`config.mk`:
```
export PLATFORM = sky130hd
export DESIGN_NAME = vic_arb
export DESIGN_NICKNAME = d
export VERILOG_FILES = /design/src/rtl/vic_arb_pkg.sv /design/src/rtl/vic_lvl_tree.sv /design/src/rtl/vic_vec_gen.sv /design/src/rtl/vic_arb.sv
export SDC_FILE = /design/constraint.sdc
export NUM_CORES = 1
export LEC_CHECK = 0
export ABC_AREA = 1
export BUFFER_PORTS_ARGS = -buffer_cell sky130_fd_sc_hd__clkbuf_2
export CORE_MARGIN = 8
export CORE_UTILIZATION = 25
export CTS_CLUSTER_DIAMETER = 120
export DETAILED_ROUTE_END_ITERATION = 16
export PLACE_DENSITY_LB_ADDON = 0.25
export SLEW_MARGIN = 30
export SYNTH_ARGS = -nofsm -noshare
export SYNTH_HDL_FRONTEND = slang
export SYNTH_SLANG_ARGS = --single-unit
```
`constraint.sdc`:
```
create_clock -name clk -period 15.5 [get_ports clk]
set_clock_uncertainty 0.05 [all_clocks]
set_input_delay 2.325 -clock clk [delete_from_list [all_inputs] [get_ports clk]]
set_output_delay 2.325 -clock clk [all_outputs]
set_load 0.005 [all_outputs]
```
`src/rtl/vic_arb_pkg.sv`:
```
package vic_arb_pkg;
    localparam int LVL_W = 6;
    localparam int RS_W  = 6;
    localparam int CFG_W = LVL_W + 1 + RS_W;
    localparam int SEL_W = 3;

    typedef enum logic {
        ST_IDLE   = 1'b0,
        ST_ACTIVE = 1'b1
    } arb_state_t;

    typedef struct packed {
        logic [RS_W-1:0]  regset;
        logic             nmi;
        logic [LVL_W-1:0] level;
    } cfg_word_t;
endpackage

```
`src/rtl/vic_lvl_tree.sv`:
```
module vic_lvl_tree #(
    parameter int N  = 32,
    parameter int LW = 6,
    parameter int IW = $clog2(N)
) (
    input  logic [N*LW-1:0] lvl_in,
    output logic [LW-1:0]   win_lvl,
    output logic [IW-1:0]   win_idx
);
    // Heap-ordered nodes: node k has children 2k (lower indices) and 2k+1.
    logic [LW-1:0] node_lvl [1:2*N-1];
    logic [IW-1:0] node_idx [1:2*N-1];

    for (genvar i = 0; i < N; i++) begin : g_leaf
        assign node_lvl[N+i] = lvl_in[i*LW +: LW];
        assign node_idx[N+i] = IW'(i);
    end

    for (genvar k = 1; k < N; k++) begin : g_node
        logic take_right;
        assign take_right  = node_lvl[2*k+1] > node_lvl[2*k];
        assign node_lvl[k] = take_right ? node_lvl[2*k+1] : node_lvl[2*k];
        assign node_idx[k] = take_right ? node_idx[2*k+1] : node_idx[2*k];
    end

    assign win_lvl = node_lvl[1];
    assign win_idx = node_idx[1];
endmodule

```
`src/rtl/vic_vec_gen.sv`:
```
module vic_vec_gen #(
    parameter int IW     = 5,
    parameter int SW     = 3,
    parameter int ADDR_W = 32
) (
    input  logic [IW-1:0]     idx,
    input  logic [SW-1:0]     size_sel,
    input  logic [ADDR_W-1:0] base,
    output logic [ADDR_W-1:0] addr
);
    logic [ADDR_W-1:0] offset;
    int unsigned       shamt;

    always_comb begin
        shamt  = 32'(size_sel) + 32'd2;
        offset = ADDR_W'(idx) << shamt;
        addr   = base + offset;
    end
endmodule

```
`src/rtl/vic_arb.sv`:
```
module vic_arb
    import vic_arb_pkg::*;
#(
    parameter int NUM_IRQ = 32,
    parameter int ADDR_W  = 32
) (
    input  logic                     clk,
    input  logic                     rst_n,
    input  logic [NUM_IRQ-1:0]       irq_pending,
    input  logic [NUM_IRQ*CFG_W-1:0] irq_cfg,
    input  logic [SEL_W-1:0]         size_sel,
    input  logic [ADDR_W-1:0]        table_base,
    output logic                     req,
    output logic [ADDR_W-1:0]        req_addr,
    output logic [RS_W-1:0]          req_regset,
    output logic [LVL_W-1:0]         req_level,
    output logic                     req_nmi,
    output logic [31:0]              status_word,
    output logic [ADDR_W-1:0]        vec_addr
);
    localparam int IDX_W = $clog2(NUM_IRQ);

    logic [NUM_IRQ*LVL_W-1:0] masked_lvl;
    logic [LVL_W-1:0]         win_lvl;
    logic [IDX_W-1:0]         win_idx;
    logic [ADDR_W-1:0]        win_addr;
    cfg_word_t                win_cfg;
    logic                     found;
    arb_state_t               state_q, state_d;

    for (genvar i = 0; i < NUM_IRQ; i++) begin : g_mask
        cfg_word_t w;
        assign w = cfg_word_t'(irq_cfg[i*CFG_W +: CFG_W]);
        assign masked_lvl[i*LVL_W +: LVL_W] = irq_pending[i] ? w.level : '0;
    end

    vic_lvl_tree #(.N(NUM_IRQ), .LW(LVL_W), .IW(IDX_W)) u_tree (
        .lvl_in  (masked_lvl),
        .win_lvl (win_lvl),
        .win_idx (win_idx)
    );

    vic_vec_gen #(.IW(IDX_W), .SW(SEL_W), .ADDR_W(ADDR_W)) u_vec (
        .idx      (win_idx),
        .size_sel (size_sel),
        .base     (table_base),
        .addr     (win_addr)
    );

    assign win_cfg = cfg_word_t'(irq_cfg[win_idx*CFG_W +: CFG_W]);
    assign found   = win_lvl != '0;

    // Next state: RAISE, DROP, RETARGET or stay idle.
    always_comb begin
        state_d = state_q;
        unique case (state_q)
            ST_IDLE:   if (found)  state_d = ST_ACTIVE;  // RAISE
            ST_ACTIVE: if (!found) state_d = ST_IDLE;    // DROP, else RETARGET
            default:   state_d = ST_IDLE;
        endcase
    end

    always_ff @(posedge clk) begin
        if (!rst_n) state_q <= ST_IDLE;
        else        state_q <= state_d;
    end

    // Registered packet and status, loaded for the state being entered.
    always_ff @(posedge clk) begin
        if (!rst_n || state_d == ST_IDLE) begin
            req_addr    <= '0;
            req_regset  <= '0;
            req_level   <= '0;
            req_nmi     <= 1'b0;
            status_word <= '0;
            vec_addr    <= '0;
        end else begin
            req_addr    <= win_addr;
            req_regset  <= win_cfg.regset;
            req_level   <= win_lvl;
            req_nmi     <= win_cfg.nmi;
            status_word <= {1'b1, (31-IDX_W)'(0), win_idx};
            vec_addr    <= win_addr;
        end
    end

    assign req = state_q == ST_ACTIVE;
endmodule

```
Word level (Yosys, flattened, before mapping)
Cells that the tools add are included.
{"block": "classes", "n_reduce_logical": 3, "n_addsub": 2, "order_cmp": 31, "muxes": 96, "shift": 2, "n_bitwise": 1, "n_mul": 1}
{"operator": "416-bit by 10-bit variable part select with 13-bit output", "n": 1}
{"operator": "6-bit 2-to-1 mux", "n": 63}
{"operator": "6-bit > comparator", "n": 31}
{"operator": "32-bit adder", "n": 1}
{"operator": "32-bit 2-to-1 mux", "n": 1}
{"operator": "5-bit by 32-bit left shift with 32-bit output", "n": 1}
{"operator": "1-bit 2-to-1 mux", "n": 17}
{"operator": "2-bit 2-to-1 mux", "n": 8}
{"operator": "3-bit 2-to-1 mux", "n": 4}
{"operator": "5-bit by 4-bit multiplier with 9-bit output (second input constant)", "n": 1}
{"operator": "4-bit 2-to-1 mux", "n": 2}
{"operator": "6-bit nonzero test", "n": 1}
{"operator": "5-bit 2-to-1 mux", "n": 1}
{"operator": "3-bit by 2-bit adder with 4-bit output (second input constant)", "n": 1}
{"operator": "1-bit logical NOT", "n": 1}
{"operator": "1-bit logical OR", "n": 1}
{"operator": "1-bit NOT", "n": 1}
{"block": "word_totals", "inputBits": 485, "regBits": 78, "out_inout_bits": 110}

Longest topological paths before layout
{"block": "logic_depth", "ltp_word": 16, "mapped_depth": 85, "depth_no_buf": 81}

Modules after synthesis
Synthesis repeated with hierarchy kept, for this count alone.
{"block": "unflattened", "cells_unflattened": 3007, "hier_area_um2": 15695.1}
{"module": "vic_lvl_tree", "instances": 1, "cells_each": 1259, "area_per_inst_um2": 7287.0}
{"module": "vic_arb", "instances": 1, "cells_each": 1274, "area_per_inst_um2": 6147.1}
{"module": "vic_vec_gen", "instances": 1, "cells_each": 474, "area_per_inst_um2": 2260.9}

Worst setup path after synthesis
Ideal clock, no wire load.
{"block": "synth_path", "kind": "input-to-reg", "from": "in irq_cfg[172]", "to": "reg vec_addr[31]", "path_buffers": 4, "path_slack_ns": 2.388, "arrival_time_ns": 12.992, "cell_stages": 74, "cell_sequence": "nand2_1 inv_1 ha_1 a21oi_1 nor2_1 a311oi_1 o31ai_1 o21ai_0 clkbuf_1 o21ai_0 ha_1 nand2_1 o21ai_0 a21oi_1 or2_2 a2bb2oi_1 clkbuf_1 o21ai_0 [... 38 more ...] nand2_1 nand2_1 nand2_1 a21oi_1 o21ai_0 a21oi_1 o21bai_1 a31oi_1 o21ai_0 nand2_1 nand2_1 nand2_1 nor2_1 nand2_1 inv_1 nand4_1 or2_2 a21oi_1"}
{"block": "synth_via", "elab_chain_cells": 15}
{"item": "start, declared", "line_no": "vic_arb.sv:10", "text": "input logic [NUM_IRQ*CFG_W-1:0] irq_cfg,"}
{"item": "6-bit 2-to-1 mux (*)", "line_no": "vic_arb.sv:34", "text": "assign masked_lvl[i*LVL_W +: LVL_W] = irq_pending[i] ? w.level : '0;"}
{"item": "parallel branches: the longest is 14 deep, another holds 32-bit adder"}
{"item": "end signal, assigned", "line_no": "vic_arb.sv:83", "text": "vec_addr <= win_addr;"}
{"item": "end, declared", "line_no": "vic_arb.sv:19", "text": "output logic [ADDR_W-1:0] vec_addr"}
Every way passes the cells marked *.
A chain may end at the register's enable or synchronous reset.

Final worst setup path
{"block": "layout_path", "from": "in irq_pending[13]", "to": "reg vec_addr[31]"}
{"block": "layout_via", "elab_chain_cells": 15}
{"item": "start, declared", "line_no": "vic_arb.sv:9", "text": "input logic [NUM_IRQ-1:0] irq_pending,"}
{"item": "6-bit 2-to-1 mux (*)", "line_no": "vic_arb.sv:34"}
{"item": "parallel branches: the longest is 14 deep, another holds 32-bit adder"}
Marks and branches as above.

==> reports/results.tsv <==
metric	value	unit
status	finished clean	
ys_warn_count	0	
grt_max_degree	79	
rsz0062_at_grt	no	
wl	58800	um
grt_pass1_vias	16400	
synthTopCellsByArea	nand2_1 (20%), ha_1 (18%), nand3_1 (11%), inv_1 (8.1%), dfxtp_1 (7.6%)	
drv_cap	0	
drtAntennaViolNets	0	
cts_setup_buffers	0	
hold_class	primary input to flop	
area_growth	24.2	%
start_util	25.1	%
path_clk_slew	0.07	ns
setup_tns	0	ns
cp_slowest_cell	o21ai_0	
cp.arrival	14.02	ns
synth_edf_count	0	
yosys-top-cells-count	nand2_1 (741), inv_1 (295), nand3_1 (292)	
fin_nets	3572	
clock_sinks	52	
relSlewSlack	40.6	%
cts_buffer_depth	2	
synth_ff_type	dfxtp_1	
synthArstFlopShare	0	%
max_freq	72.2	MHz
yosys.cell_count.top_type	nand2_1	
port_buffers	568	
drc	0	
fp.dieArea	62700	sq um
crit_path_end_kind	flop	
wl_per_cell	16.3	um
dieHeight	250	um
avgSynthCellArea	5.66	sq um
die_w	250	um
grt_pass1_wl	91000	um
netlist_area	13700	sq um
worstHoldStart	table_base[30]	
core	54700	sq um
ios	595	
drv_slew	0	
cts_tree	built	
num_vias	16500	
drt_iter0_markers	803	
yosysUniqueCellTypes	55	
worstSetupStartpoint	irq_pending[13]	
cts_buffers	5	
worstPathMaxFanout	17	
hold_path_depth	3	
track_usage	17.8	%
setup.worst_path.start_class	primary input	
viasPerCell	4.59	
dp.final_hpwl	51400	um
syn_inst	2427	
crit_required	15.67	ns
hold_viol_final	0	
nFillCells	6355	
critPathKind	primary input to flop	
gr-total-overflow	0	
fin_crit	13.85	ns
routabilityCongestion	0.895	
synth_largest_area_cell	nand2_1	
drt-pass1-iter-count	5	
ys_ff_latch	52	
antenna_found_initial	10	
crit_path_max_incr_delay	0.37	ns
synth-seq-area-share	7.58	%
cp_common_cell	nand2_1	
period_share	89.4	%
h-tree-depth	2	
cts_root_buffer	clkbuf_16	
setup_viol	0	
worst_pin_slew	0.885	ns
drive_gt1_share	23.6	%
rows	86	
yosysTopAreaCellShare	20.3	%
state kept, by name (all words and copies together), names as in the netlist:
signal and cells:
vec_addr 32, status_word 6, req_nmi 1, req 1, req_level 6, req_regset 6
stage by stage:
stage	cells	utilization, %	hold slack, ns	area (sq um)	setup WS, ns
after floorplan	2452	-	2.42	13800	2.39
after global placement	3590	30.7	2.54	16800	0.802
after detailed placement	3590	30.7	2.54	16800	0.585
after CTS	3597	31.1	2.22	17000	0.913
after global routing	3605	31.2	2.24	17000	0.0276
final	3605	31.2	2.24	17000	1.65
cell usage in the layout, fill, tap and decap left out, types with 6 or more instances in the layout:
master    instances
nand2_1         740
clkbuf_2        568
inv_1           294
nand3_1         292
ha_1            193
o21ai_0         150
nor2_1          134
a21oi_1         117
nand3b_1         77
dfxtp_1          52
o21ai_1          27
conb_1           26
o21bai_1         22
or2_2            20
nand2_2          17
buf_4            16
nand4_1          15
o21ai_2          12
clkinv_1         10
nand3_2           9
diode_2           8
a31oi_1           8
o211ai_1          7
inv_2             7
nor3_1            6
nand2_4           6
xor2_1            6
critical path, delay by kind of cell:
kind            cells  cell delay [ns]
fa+ha+maj           6             1.95
simple gates       31             3.47
buf+inv             9             1.25
compound gates     30             4.95
worst paths after layout:
path	end
max	vec_addr[31]
min	vec_addr[30]
metal layers:
| layer | wire (um) | up-vias | GRT usage (%) | share of wire, % |
|---|---|---|---|---|
| met3 | 3230 | 63 | 3.36 | 5.5 |
| met4 | 1790 | 4 | 5.75 | 3.0 |
| met5 | 37 | - | 0 | 0.063 |
| met2 | 29400 | 446 | 32.8 | 50 |
| li1 | - | 8821 | - | - |
| met1 | 24400 | 7205 | 20.3 | 41 |
kinds of logic after synthesis:
| kind of cell | after synthesis | share of synthesized area [%] |
|---|---|---|
| xor gates and xnor gates | 10 | 0.638 |
| and+or+nand+nor | 1341 | 44.0 |
| adders and majority gates | 194 | 17.7 |
| buffers and inverters | 461 | 15.0 |
| DFF | 52 | 7.58 |
| AOI/OAI and AO/OA | 368 | 15.0 |
| other | 1 | 0.0273 |
repair_timing:
item	in CTS	in global routing
hold buffers	0	0
endpoints found under the setup margin	0	9
gates resized for setup	0	14
final cells by class:
| class | instances | area [sq um] | area share, % |
|---|---|---|---|
| repair buffers | 584 | 2960 | 17.4 |
| clock buffers | 5 | 125 | 0.734 |
| flip-flops and latches | 52 | 1040 | 6.11 |
| diodes | 8 | 20.0 | 0.117 |
| inverters | 311 | 1170 | 6.85 |
| clock inverters | 2 | 60.1 | 0.352 |
| multi-input cells | 1939 | 10800 | 63.3 |
| well taps | 704 | 881 | 5.17 |
Power is not shown: default switching activity piles up to over one toggle a cycle in this logic, so the estimate is an artifact.
